**src/rtl/lcd_char_ctrl.sv**
```systemverilog
module lcd_char_ctrl #(
  parameter int SETUP_CYC  = 2,
  parameter int EN_CYC     = 4,
  parameter int BUSY_LIMIT = 1000
) (
  input  logic       clk,
  input  logic       rst_n,
  input  logic       req_valid,
  output logic       req_ready,
  input  logic [1:0] req_op,
  input  logic [7:0] req_data,
  output logic       lcd_rs,
  output logic       lcd_rw,
  output logic       lcd_en,
  output logic [7:0] lcd_data_o,
  output logic       lcd_data_oe,
  input  logic [7:0] lcd_data_i,
  output logic       busy_err
);
  localparam int CMAX = (SETUP_CYC > EN_CYC) ? SETUP_CYC : EN_CYC;
  localparam int CW   = $clog2(CMAX + 1);
  localparam int TW   = $clog2(BUSY_LIMIT + 1);

  typedef enum logic [2:0] {S_PSET, S_PEN, S_WSET, S_WEN, S_IDLE} st_t;

  st_t           state;
  logic [CW-1:0] cnt;
  logic [TW-1:0] tries;
  logic [7:0]    job_byte;
  logic          job_rs;
  logic [1:0]    init_idx;
  logic          init_done;

  function automatic logic [7:0] boot_cmd(input logic [1:0] i);
    case (i)
      2'd0:    return 8'h38;
      2'd1:    return 8'h0E;
      default: return 8'h06;
    endcase
  endfunction

  wire writing   = (state == S_WSET) || (state == S_WEN);
  wire [7:0] cursor_cmd = {1'b1, req_data[4], 2'b00, req_data[3:0]};

  assign lcd_en      = (state == S_PEN) || (state == S_WEN);
  assign lcd_rw      = !writing;
  assign lcd_rs      = writing && job_rs;
  assign lcd_data_oe = writing;
  assign lcd_data_o  = job_byte;
  assign req_ready   = (state == S_IDLE);

  always_ff @(posedge clk or negedge rst_n) begin
    if (!rst_n) begin
      state     <= S_PSET;
      cnt       <= CW'(SETUP_CYC - 1);
      tries     <= '0;
      job_byte  <= 8'h38;
      job_rs    <= 1'b0;
      init_idx  <= 2'd0;
      init_done <= 1'b0;
      busy_err  <= 1'b0;
    end else begin
      case (state)
        S_PSET, S_WSET: begin
          if (cnt == '0) begin
            state <= (state == S_PSET) ? S_PEN : S_WEN;
            cnt   <= CW'(EN_CYC - 1);
          end else cnt <= cnt - 1'b1;
        end
        S_PEN: begin
          if (cnt != '0) cnt <= cnt - 1'b1;
          else begin
            cnt <= CW'(SETUP_CYC - 1);
            if (lcd_data_i[7] && tries != TW'(BUSY_LIMIT - 1)) begin
              tries <= tries + 1'b1;
              state <= S_PSET;
            end else begin
              if (lcd_data_i[7]) busy_err <= 1'b1;
              tries <= '0;
              state <= S_WSET;
            end
          end
        end
        S_WEN: begin
          if (cnt != '0) cnt <= cnt - 1'b1;
          else if (!init_done && init_idx != 2'd2) begin
            init_idx <= init_idx + 1'b1;
            job_byte <= boot_cmd(init_idx + 1'b1);
            cnt      <= CW'(SETUP_CYC - 1);
            state    <= S_PSET;
          end else begin
            init_done <= 1'b1;
            state     <= S_IDLE;
          end
        end
        default: begin
          if (req_valid) begin
            job_byte <= req_op[1] ? cursor_cmd : req_data;
            job_rs   <= (req_op == 2'b01);
            cnt      <= CW'(SETUP_CYC - 1);
            state    <= S_PSET;
          end
        end
      endcase
    end
  end

  a_r7_bus_released: assert property (@(posedge clk) disable iff (!rst_n)
    lcd_rw |-> !lcd_data_oe);
  a_r7_write_driven: assert property (@(posedge clk) disable iff (!rst_n)
    (lcd_en && !lcd_rw) |-> lcd_data_oe);
  a_r8_hold_in_pulse: assert property (@(posedge clk) disable iff (!rst_n)
    (lcd_en && $past(lcd_en)) |-> ($stable(lcd_rs) && $stable(lcd_rw) && $stable(lcd_data_o)));
  a_r8_setup_before_rise: assert property (@(posedge clk) disable iff (!rst_n)
    $rose(lcd_en) |-> ($stable(lcd_rs) && $stable(lcd_rw)));
  a_r9_err_sticky: assert property (@(posedge clk) disable iff (!rst_n)
    busy_err |=> busy_err);
  a_r10_ready_drops: assert property (@(posedge clk) disable iff (!rst_n)
    (req_valid && req_ready) |=> !req_ready);
  a_r2_no_ready_in_boot: assert property (@(posedge clk) disable iff (!rst_n)
    !init_done |-> !req_ready);
endmodule

```
**config.mk**
```make
export PLATFORM = sky130hd
export DESIGN_NAME = lcd_char_ctrl
export DESIGN_NICKNAME = d
export VERILOG_FILES = /design/src/rtl/lcd_char_ctrl.sv
export SDC_FILE = /design/constraint.sdc
export NUM_CORES = 1
export LEC_CHECK = 0
export BUFFER_PORTS_ARGS = -buffer_cell sky130_fd_sc_hd__buf_4
export CORE_MARGIN = 2
export CORE_UTILIZATION = 55
export CTS_BUF_LIST = sky130_fd_sc_hd__clkbuf_2 sky130_fd_sc_hd__clkbuf_4 sky130_fd_sc_hd__clkbuf_8
export DETAILED_ROUTE_END_ITERATION = 12
export PLACE_DENSITY = 0.8
export SYNTH_ARGS = -nofsm -noshare
export SYNTH_HDL_FRONTEND = slang
export SYNTH_SLANG_ARGS = --single-unit
```
**constraint.sdc**
```tcl
create_clock -name clk -period 1.7 [get_ports clk]
set_clock_uncertainty 0.05 [all_clocks]
set_input_delay 0.34 -clock clk [delete_from_list [all_inputs] [get_ports clk]]
set_output_delay 0.34 -clock clk [all_outputs]
set_load 0.05 [all_outputs]
```
## Yosys cells after proc, flatten, opt, wreduce, memory -nomap -nowiden

Cells that the tools add are included.

| word-level totals | value |
|---|---|
| memory bits (writable) | 0 |
| register bits after elaboration | 29 |
| input port bits | 21 |
| memories | 0 |
| output and inout port bits | 14 |
| logic and storage cells | 74 |
| latch bits | 0 |
| ROM bits | 0 |

| cells by class | value |
|---|---|
| $mul | 0 |
| bitwise gates (word level) | 5 |
| divide/modulo/power cells | 0 |
| reduce and logical (&&, ||, !) cells | 24 |
| $lt $le $gt $ge | 0 |
| add/subtract/negate cells | 3 |
| shift operators | 0 |
| equality and inequality tests | 13 |
| multiplexer cells | 21 |

Operator list:

| kind | number |
|---|---|
| $mux 8 | 4 |
| $mux 3 | 10 |
| $pmux 3 s3 | 2 |
| $pmux 8 s2 | 1 |
| $pmux 6 s2 | 1 |
| $reduce_and 4->1 | 3 |
| $add 10x1->10 const B | 1 |
| $mux 10 | 1 |
| $ne 10x10->1 const B | 1 |
| $ne 2x2->1 const B | 4 |
| $eq 3x2->1 const B | 2 |
| $logic_not 3->1 | 2 |
| $reduce_and 2->1 | 3 |
| $reduce_and 3->1 | 2 |
| $not 1->1 | 5 |
| $eq 2x1->1 const B | 2 |
| $mux 2 | 2 |
| $reduce_bool 4->1 | 1 |
| $reduce_or 4->1 | 1 |
| $eq 3x1->1 const B | 1 |
| $eq 3x3->1 const B | 1 |
| $logic_and 1x1->1 | 3 |
| $ne 3x1->1 const B | 1 |
| $reduce_bool 3->1 | 1 |
| other kinds (9) | 11 |

## Depth between registers and ports, before layout

Gate-level depths: netlist of run 1.

| logic depth | value |
|---|---|
| depth in word-level cells | 6 |
| depth in mapped cells | 7 |

## Worst setup path after synthesis of run 1

No wires, ideal clock.

| path | value |
|---|---|
| kind | reg-to-output |
| start point | register state[2] |
| end point | output lcd_rs |
| slack | -0.581 ns |
| arrival | 1.891 ns |
| buffers on the path | 1 |
| cell stages (with the launch flop) | 4 |
| path through | dfrtp_1 > clkbuf_1 > nor2b_1 > and2_1 |

| between the ends | value |
|---|---|
| word-level cells in the longest chain between the ends | 3 |
| elaborated cells between the ends (all ways) | 4 |
| classes of those cells | eq/ne (2); reduce/logical (2) |

RTL lines:

| item | line | RTL |
|---|---|---|
| start, declared | 26 | `st_t state;` |
| start signal, assigned | 66 | `state <= (state == S_PSET) ? S_PEN : S_WEN;` |
| $eq 3x2->1 | 42 | `wire writing = (state == S_WSET) \|\| (state == S_WEN);` |
| $logic_or 1x1->1 (*) | 42 |  |
| via lcd_data_oe | 16 | `output logic lcd_data_oe,` |
| $logic_and 1x1->1 (*) | 47 | `assign lcd_rs = writing && job_rs;` |
| end, declared | 12 | `output logic lcd_rs,` |

Mark *: on every way through the listed nets, which the timed path passes. The rest lies on a longest branch.

## Final worst setup path of run 1

| path | value |
|---|---|
| start point | register state[1] |
| end point | output lcd_rs |

| between the ends | value |
|---|---|
| word-level cells in the longest chain between the ends | 3 |
| elaborated cells between the ends (all ways) | 4 |
| classes of those cells | eq/ne (2); reduce/logical (2) |

RTL lines:

| item | line |
|---|---|
| $eq 3x2->1 | 42 |
| $logic_or 1x1->1 (*) | 42 |
| $logic_and 1x1->1 (*) | 47 |

Mark *: on every way between the ends. The rest lies on a longest branch, timed or not.

==> results of run 1 <==
logic make-up (layout without fill, tap and decap cells):
family	after synthesis	count (layout)	share of synthesized area (%)
and+or+nand+nor	67	67	24.0
adders and majority gates	4	4	3.34
xor gates and xnor gates	1	1	0.584
AOI/OAI and AO/OA	40	41	17.0
muxes	4	4	2.84
buffers and inverters	13	58	3.51
DFF	29	29	48.7
power by group through the flow:
stage	registers, W	logic [W]	clock network [W]
after CTS	0.00116	0.00159	0.000623
after global routing	0.00120	0.00183	0.000658
after detailed placement	0.00117	0.00157	0
after floorplan	0.00149	0.000739	0
after global placement	0.00115	0.00152	0
final	0.00117	0.00167	0.000617
sequential cells by signal, summed over array words and instances (netlist names):
name        flops
job_rs          1
init_done       1
busy_err        1
tries          10
init_idx        2
state           3
lcd_data_o      8
cnt             3
critical path: stages (launching register included):
cell	delay (ps)
dfrtp_2	460
nor2b_4	190
and2_4	160
buf_8	140
routing by layer:
layer,up-vias,wire length (µm),global-route usage [%]
met5,-,0,0
met1,618,1420,26.5
met2,39,1820,40.7
li1,653,-,-
met3,9,130,6.05
met4,0,94,6.46
cells in the mapped netlist, types with 3 or more instances:
cell type,number
nor2b_1,4
a21oi_1,5
ha_1,4
o31ai_1,3
buf_2,3
inv_1,8
or3_1,3
and2_1,3
o21ai_0,20
dfrtp_1,25
dfstp_2,4
nand2_1,22
nor2_1,12
nand3_1,8
through the flow:
step	power, W	setup TNS, ps	utilization, %
final	0.00346	0	78.8
after global routing	0.00369	-4.98	78.8
after CTS	0.00337	0	76.3
after detailed placement	0.00274	0	71.9
after global placement	0.00268	0	71.9
after floorplan	0.00223	-245	-
worst paths after layout:
check | startpoint | end | slack (ps)
setup / recovery | state[1]$_DFFE_PN0P_ | lcd_rs | 40
hold / removal | req_data[7] | lcd_data_o[7]$_DFFE_PN0P_ | 220
setup reg to reg | tries[1]$_DFFE_PN0P_ | tries[8]$_DFFE_PN0P_ | 70
hold reg to reg | lcd_data_o[3]$_DFFE_PN1P_ | lcd_data_o[3]$_DFFE_PN1P_ | 440
max in group asynchronous | rst_n | cnt[0]$_DFFE_PN1P_ | 870
min in group asynchronous | rst_n | tries[3]$_DFFE_PN0P_ | 410
layout make-up:
cell class,instances,share of cell area (%)
tap,30,1.89
sequential,29,36.9
clock buffer,7,2.96
multi-input combinational,117,38.5
timing repair buffer,42,16.8
inverter,8,1.51
clock inverter,1,1.51
timing repair:
action                                  4_1_cts  5_1_grt
resized for setup                             5        6
setup buffers                                 1        3
gates cloned                                  0        1
pin swaps                                     1        2
endpoints found under the setup margin        5       11
hold buffers                                  1        0
hold endpoints to repair                     25        0
==> results.toml, run 1 <==
[clock_network]
clk_pin_slew_worst_paths_ps = 100
clock_path_buffers = 2
cts_max_level = 2
clkSinkCount = 29
clkLatencyLatePin_ps = 330
cts_buffers = 5
cts-root-buf = "clkbuf_4"
cts_tree = "done"

[run]
max_cap_viol_count = 0

[hold_path]
hold_path_depth = 3
hp-class = "input pin to flop"

[power]
p_sw_share_pct = 43.1
internal-power_w = 0.00197
pwr-share-seq_pct = 33.8
pwr-share-comb_pct = 48.4
clock_power_share_pct = 17.8
p_leak_nw = 0.923
p_per_area_nw_per_um2 = 1740
switching_power_w = 0.00149
peakVddDrop_mv = 1.39

[yosys]
synth_cells = 158
async_flop_share_pct = 100
yosysTopAreaCellShare_pct = 41.7
ys_seq_area_share_pct = 48.7
synthFlopType = "dfrtp_1"
synth_top_area_cell = "dfrtp_1"
netlist_area_um2 = 1500
synth_edf_count = 0
yosysUniqueCellTypes = 39
synth_area_leaders = "dfrtp_1 (42%), dfstp_2 (7.0%), o21ai_0 (6.7%), nand2_1 (5.5%), ha_1 (3.3%)"
avgSynthCellArea_um2 = 9.49
synth-seq-cells = 29
ys_warn_count = 0
syn_nets = 183

[floorplanning]
ios = 35
die_area_um2 = 3160
die_x_um = 56.2
die-height_um = 56.2
initial_core_util_pct = 59.4
rows = 18
coreArea_um2 = 2520

[status]
status = "finished, final reports clean"

[timing]
finalHoldViolCount = 0
tightest_slew_ps = 370
fin_ws_ps = 37.3
post-route-min-period_ps = 1660
fin_crit_sh_pct = 97.8
timing.fmax_ghz = 0.601
setup_viol = 0
slew_headroom_pct = 75.3
rsz0062_at_grt = "yes"
hold_slack_ps = 223
drv_slew = 0

[route]
dr.pass1.iters = 4
drc = 0
detail_route.vias_per_cell = 5.64
wl_mm = 3.47
wl_per_cell_um = 14.8
drtIter0Drc = 32
ant_nets = 0
num_vias = 1319

[finish]
nFillCells = 168
regArea_um2 = 733
layout.nets = 228
final_cell_mix = "buf_4 (38), dfrtp_1 (23), nand2_1 (22)"
design_area_um2 = 1990
final_common_cell = "buf_4"
syn_to_final_growth_pct = 32.6
n_antenna_cell = 0
drive_gt1_share_pct = 34.3
layoutNonFillerInstCount = 234
multi_input_area_um2 = 764

[setup_path]
cp.required_ps = 1310
crit_type = "flop to output pin"
ff2ff_path_depth = 5
worstPathArrival_ps = 1270
end_kind = "output pin"
critPathMaxFanout = 6
startpoint_type = "flop"

[global_route]
grt_max_degree = 30
grt_overflow_total = 0
antenna_found_initial = 0
grt_pass1_wl_mm = 5.67
grt_util_all_layers_pct = 22.7
grt_pass1_vias = 1288

[placed_design]
place_ws_ps = 46.5
dpl.hpwl_mm = 2.40
dpl_cell_area_um2 = 1810
dp_cells = 221
portBuffers = 27
routabilityCongestion = 0.789
(Power assumes the default switching activity.)
==> inputs of run 2 (changes only) <==
CTS_CLUSTER_SIZE = 24   (was not set)
RECOVER_POWER = 100   (was not set)
==> run 2 against run 1 <==
Total power fell by 2.2%. Register-to-register slack barely moved. Sequential share of layout area rose by 0.61 points. Die area did not move. Largest cell class unchanged.
==> results.toml, run 2 (synthesized netlist as in run 1, its figures left out) <==
[setup_path]
critPathMaxFanout = 6
startpoint_type = "flop"
r2r_start = "tries[1]$_DFFE_PN0P_"
end_kind = "output pin"
ff2ff_path_depth = 5
crit_type = "flop to output pin"
worstPathArrival_ps = 1270
r2r_setup_slack_ps = 60
cp.required_ps = 1310
timing.rr.end = "tries[8]$_DFFE_PN0P_"

[finish]
multi_input_area_um2 = 764
drive_gt1_share_pct = 33.3
final_cell_mix = "buf_4 (27), dfrtp_1 (23), nand2_1 (22)"
final_common_cell = "buf_4"
largest_reg_flops = 10
nFillCells = 181
regArea_um2 = 733
design_area_um2 = 1950
layout.nets = 228
syn_to_final_growth_pct = 30.4
regMostFlops = "tries"
n_antenna_cell = 0

[route]
top_layer = "met4"
dr.pass1.iters = 4
num_vias = 1321
met2_length_mm = 1.82
drtIter0Drc = 23
ant_nets = 0
wl_met3_um = 127
drc = 0
wl_per_cell_um = 14.8
wl_mm = 3.46
wl_met1_mm = 1.42
detail_route.vias_per_cell = 5.65

[global_route]
grt_pass1_wl_mm = 5.67
grt_pass1_vias = 1288
grt_overflow_total = 0
grt_util_all_layers_pct = 22.7
grt_max_degree = 30
antenna_found_initial = 0

[timing]
tightest_slew_ps = 719
finalHoldViolCount = 0
timing.fmax_ghz = 0.601
tns_ps = 0
post-route-min-period_ps = 1660
setup_viol = 0
rsz0062_at_grt = "yes"
drv_slew = 0
slew_headroom_pct = 52.1
hold_slack_ps = 226
fin_crit_sh_pct = 97.8

[floorplanning]
die_area_um2 = 3160
rows = 18
coreArea_um2 = 2520
die-height_um = 56.2
die_x_um = 56.2
initial_core_util_pct = 59.4
ios = 35

[clock_network]
cts-root-buf = "clkbuf_4"
cts_buffers = 5
clkSinkCount = 29
cts_max_level = 2
clkLatencyLatePin_ps = 330
clock_path_buffers = 2
clk_pin_slew_worst_paths_ps = 90
cts_tree = "done"

[hold_path]
hold_start = "req_data[7]"
whs_endpoint = "lcd_data_o[7]$_DFFE_PN0P_"
hold_path_depth = 3
hp-class = "input pin to flop"

[power]
p_per_area_nw_per_um2 = 1730
p_leak_nw = 0.915
total_power_w = 0.00339
peakVddDrop_mv = 1.38

[run]
max_cap_viol_count = 0

[status]
status = "finished, final reports clean"

[placed_design]
routabilityCongestion = 0.789
portBuffers = 27
dpl_cell_area_um2 = 1810
dpl.hpwl_mm = 2.40
==> run 2: cell count changes in the layout (fill, tap and decap cells not counted) <==
cell / change
and4bb_2: -1
buf_4: -11
clkbuf_2: +10
and4bb_1: +1
buf_6: -1
clkbuf_4: +1
clkbuf_1: +1
==> run 2: what timing repair did <==
item / in CTS / in global routing
gates resized for setup: 5 / 6
hold buffers: 1 / 0
gates cloned: 0 / 1
pin swaps: 1 / 2
endpoints found under the setup margin: 5 / 11
hold endpoints to repair: 25 / 0
buffers inserted: 1 / 3
==> run 2: stage by stage <==
step | setup WS [ps] | util (%) | cells
after global placement | 87.4 | 71.9 | 221
after detailed placement | 46.5 | 71.9 | 221
after floorplan | -123 | - | 158
after CTS | 8.23 | 76.3 | 230
after global routing | -2.79 | 77.5 | 234
final | 36.6 | 77.5 | 234
==> run 2: where the power goes <==
group          internal (W)  total, W  switching, W  leakage (nW)
Sequential         0.000956   0.00117      0.000211         0.359
Combinational      0.000582   0.00161       0.00103         0.507
Clock              0.000367  0.000612      0.000245        0.0489
Total               0.00191   0.00339       0.00148         0.915
==> run 2: final cells by class <==
class	instances	share of cell area (%)
tap	30	1.92
timing repair buffer	42	15.4
multi-input combinational	117	39.1
clock inverter	1	1.54
inverter	8	1.54
clock buffer	7	3.01
sequential	29	37.5
==> run 2: layer usage <==
metal	GRT usage [%]	vias to the layer above
met1	26.5	622
met3	6.05	9
met5	0	-
met4	6.46	0
li1	-	653
met2	40.7	37
==> run 2: how the worst max path moves through the flow <==
stage	end	cells after the start	start	slack [ps]
after floorplan	req_ready	2	state[2]$_DFFE_PN0P_	-120
after global placement	state[1]$_DFFE_PN0P_	5	tries[1]$_DFFE_PN0P_	90
after detailed placement	tries[6]$_DFFE_PN0P_	5	tries[1]$_DFFE_PN0P_	50
after CTS	req_ready	3	state[0]$_DFFE_PN0P_	8
after global routing	lcd_rs	3	state[1]$_DFFE_PN0P_	-3
final	lcd_rs	3	state[1]$_DFFE_PN0P_	40
==> run 2: critical path, stage by stage, from the launching register on <==
cell and delay, ps:
dfrtp_2 460, nor2b_4 190, and2_4 160, buf_8 140
==> inputs of run 3 (changes only) <==
CAP_MARGIN = 20   (was not set)
CORE_UTILIZATION = 40   (was 55)
PLACE_DENSITY = 0.61   (was 0.8)
==> run 3 against run 2 <==
Worst setup slack better by 11 ps. Final area rose by 0.90%. Register-to-register slack improved by 50 ps. Die area up 35%. First-iteration DRC count grew to 3.5 times the previous value.
==> results.toml, run 3 (synthesized netlist as in run 1, its figures left out) <==
[hold_path]
hold_start = "req_data[0]"
hp-class = "input pin to flop"

[power]
p_leak_nw = 0.912
peakVddDrop_mv = 0.751
p_per_area_nw_per_um2 = 1660

[route]
wl_mm = 3.36
dr.pass1.iters = 4
wl_per_cell_um = 13.1
drc = 0
num_vias = 1355
detail_route.vias_per_cell = 5.29
drtIter0Drc = 81
ant_nets = 0

[floorplanning]
initial_core_util_pct = 41.3
coreArea_um2 = 3630
die-height_um = 65.2
die_x_um = 65.2
ios = 35
die_area_um2 = 4250
rows = 22

[global_route]
grt_overflow_total = 0
grt_max_degree = 30
grt_pass1_vias = 1318
grt_pass1_wl_mm = 5.86
antenna_found_initial = 0
grt_util_all_layers_pct = 18.3

[timing]
tightest_slew_ps = 709
slew_headroom_pct = 52.7
finalHoldViolCount = 0
setup_viol = 0
fin_crit_sh_pct = 97.2
timing.fmax_ghz = 0.605
post-route-min-period_ps = 1650
drv_slew = 0

[finish]
final_cell_mix = "buf_4 (33), dfrtp_1 (25), nand2_1 (22)"
final_common_cell = "buf_4"
n_antenna_cell = 0
regMostFlops = "tries"
drive_gt1_share_pct = 31.7
utilization_pct = 54.3
layout.nets = 232
layoutNonFillerInstCount = 256
largest_reg_flops = 10
syn_to_final_growth_pct = 31.6

[status]
status = "finished, final reports clean"

[run]
max_cap_viol_count = 0

[setup_path]
r2r_setup_slack_ps = 110
cp-startpoint = "state[2]$_DFFE_PN0P_"
startpoint_type = "flop"
r2r_start = "state[2]$_DFFE_PN0P_"
timing.rr.end = "tries[5]$_DFFE_PN0P_"
endpoint = "lcd_rs"
worstPathArrival_ps = 1260
end_kind = "output pin"
crit_type = "flop to output pin"
cp.required_ps = 1310
critPathMaxFanout = 5
ff2ff_path_depth = 5

[clock_network]
cts_tree = "done"
cts_buffers = 5
cts_max_level = 2
clkSinkCount = 29
clock_path_buffers = 2
clkLatencyLatePin_ps = 290
cts-root-buf = "clkbuf_8"
clk_pin_slew_worst_paths_ps = 60

[placed_design]
routabilityCongestion = 0.787
portBuffers = 27
dp_cells = 243
dpl.hpwl_mm = 2.48
[run 3: routing by layer]
layer | global-route usage [%] | vias up | share of wire (%)
li1 | - | 659 | -
met1 | 21.8 | 667 | 45
met2 | 30.1 | 23 | 49
met3 | 5.82 | 6 | 4.3
met4 | 8.07 | 0 | 1.7
met5 | 0 | - | 0
[run 3: repair_timing]
action,4_1_cts,5_1_grt
pin swaps,0,2
hold buffers,1,0
endpoints found under the setup margin,1,10
gates cloned,0,1
hold endpoints to repair,25,0
buffers inserted,1,2
gates resized for setup,1,3
[run 3: worst min path at each step]
stage | endpoint | slack (ps) | depth (start not counted)
6_report | lcd_data_o[0]$_DFFE_PN0P_ | 260 | 3
2_1_floorplan | busy_err$_DFFE_PN0P_ | -6 | 0
3_3_place_gp | lcd_data_o[6]$_DFFE_PN0P_ | 230 | 1
3_5_place_dp | lcd_data_o[7]$_DFFE_PN0P_ | 240 | 1
4_1_cts | lcd_data_o[0]$_DFFE_PN0P_ | 250 | 3
5_1_grt | lcd_data_o[0]$_DFFE_PN0P_ | 260 | 3
[run 3: final cells by class]
class / count / area, µm²
timing repair buffer: 46 / 315
sequential: 29 / 731
clock inverter: 3 / 17.5
clock buffer: 5 / 68.8
fill: 355 / 1660
multi-input combinational: 117 / 749
tap: 48 / 60.1
inverter: 8 / 30.0
[run 3: report_power, final]
part	switching, W	total (W)	leakage (nW)	internal [W]
clock network	0.000277	0.000559	0.0439	0.000282
logic	0.000997	0.00156	0.506	0.000558
registers	0.000211	0.00117	0.362	0.000956
[run 3: metrics by stage]
step	total power [W]	hold slack, ps	instance area, µm²	setup slack [ps]	setup TNS (ps)
2_1_floorplan	0.00223	-5.59	1510	-123	-245
3_3_place_gp	0.00271	234	1870	102	0
3_5_place_dp	0.00277	237	1870	79.2	0
4_1_cts	0.00334	254	1970	36.2	0
5_1_grt	0.00352	257	1970	-0.127	-0.127
6_report	0.00328	260	1970	48.0	0
[run 3: worst max-delay path, stage by stage (launching register included)]
cell     delay (ps)
dfrtp_1         390
buf_4           170
nor2b_4         130
and2_4          150
buf_6           150
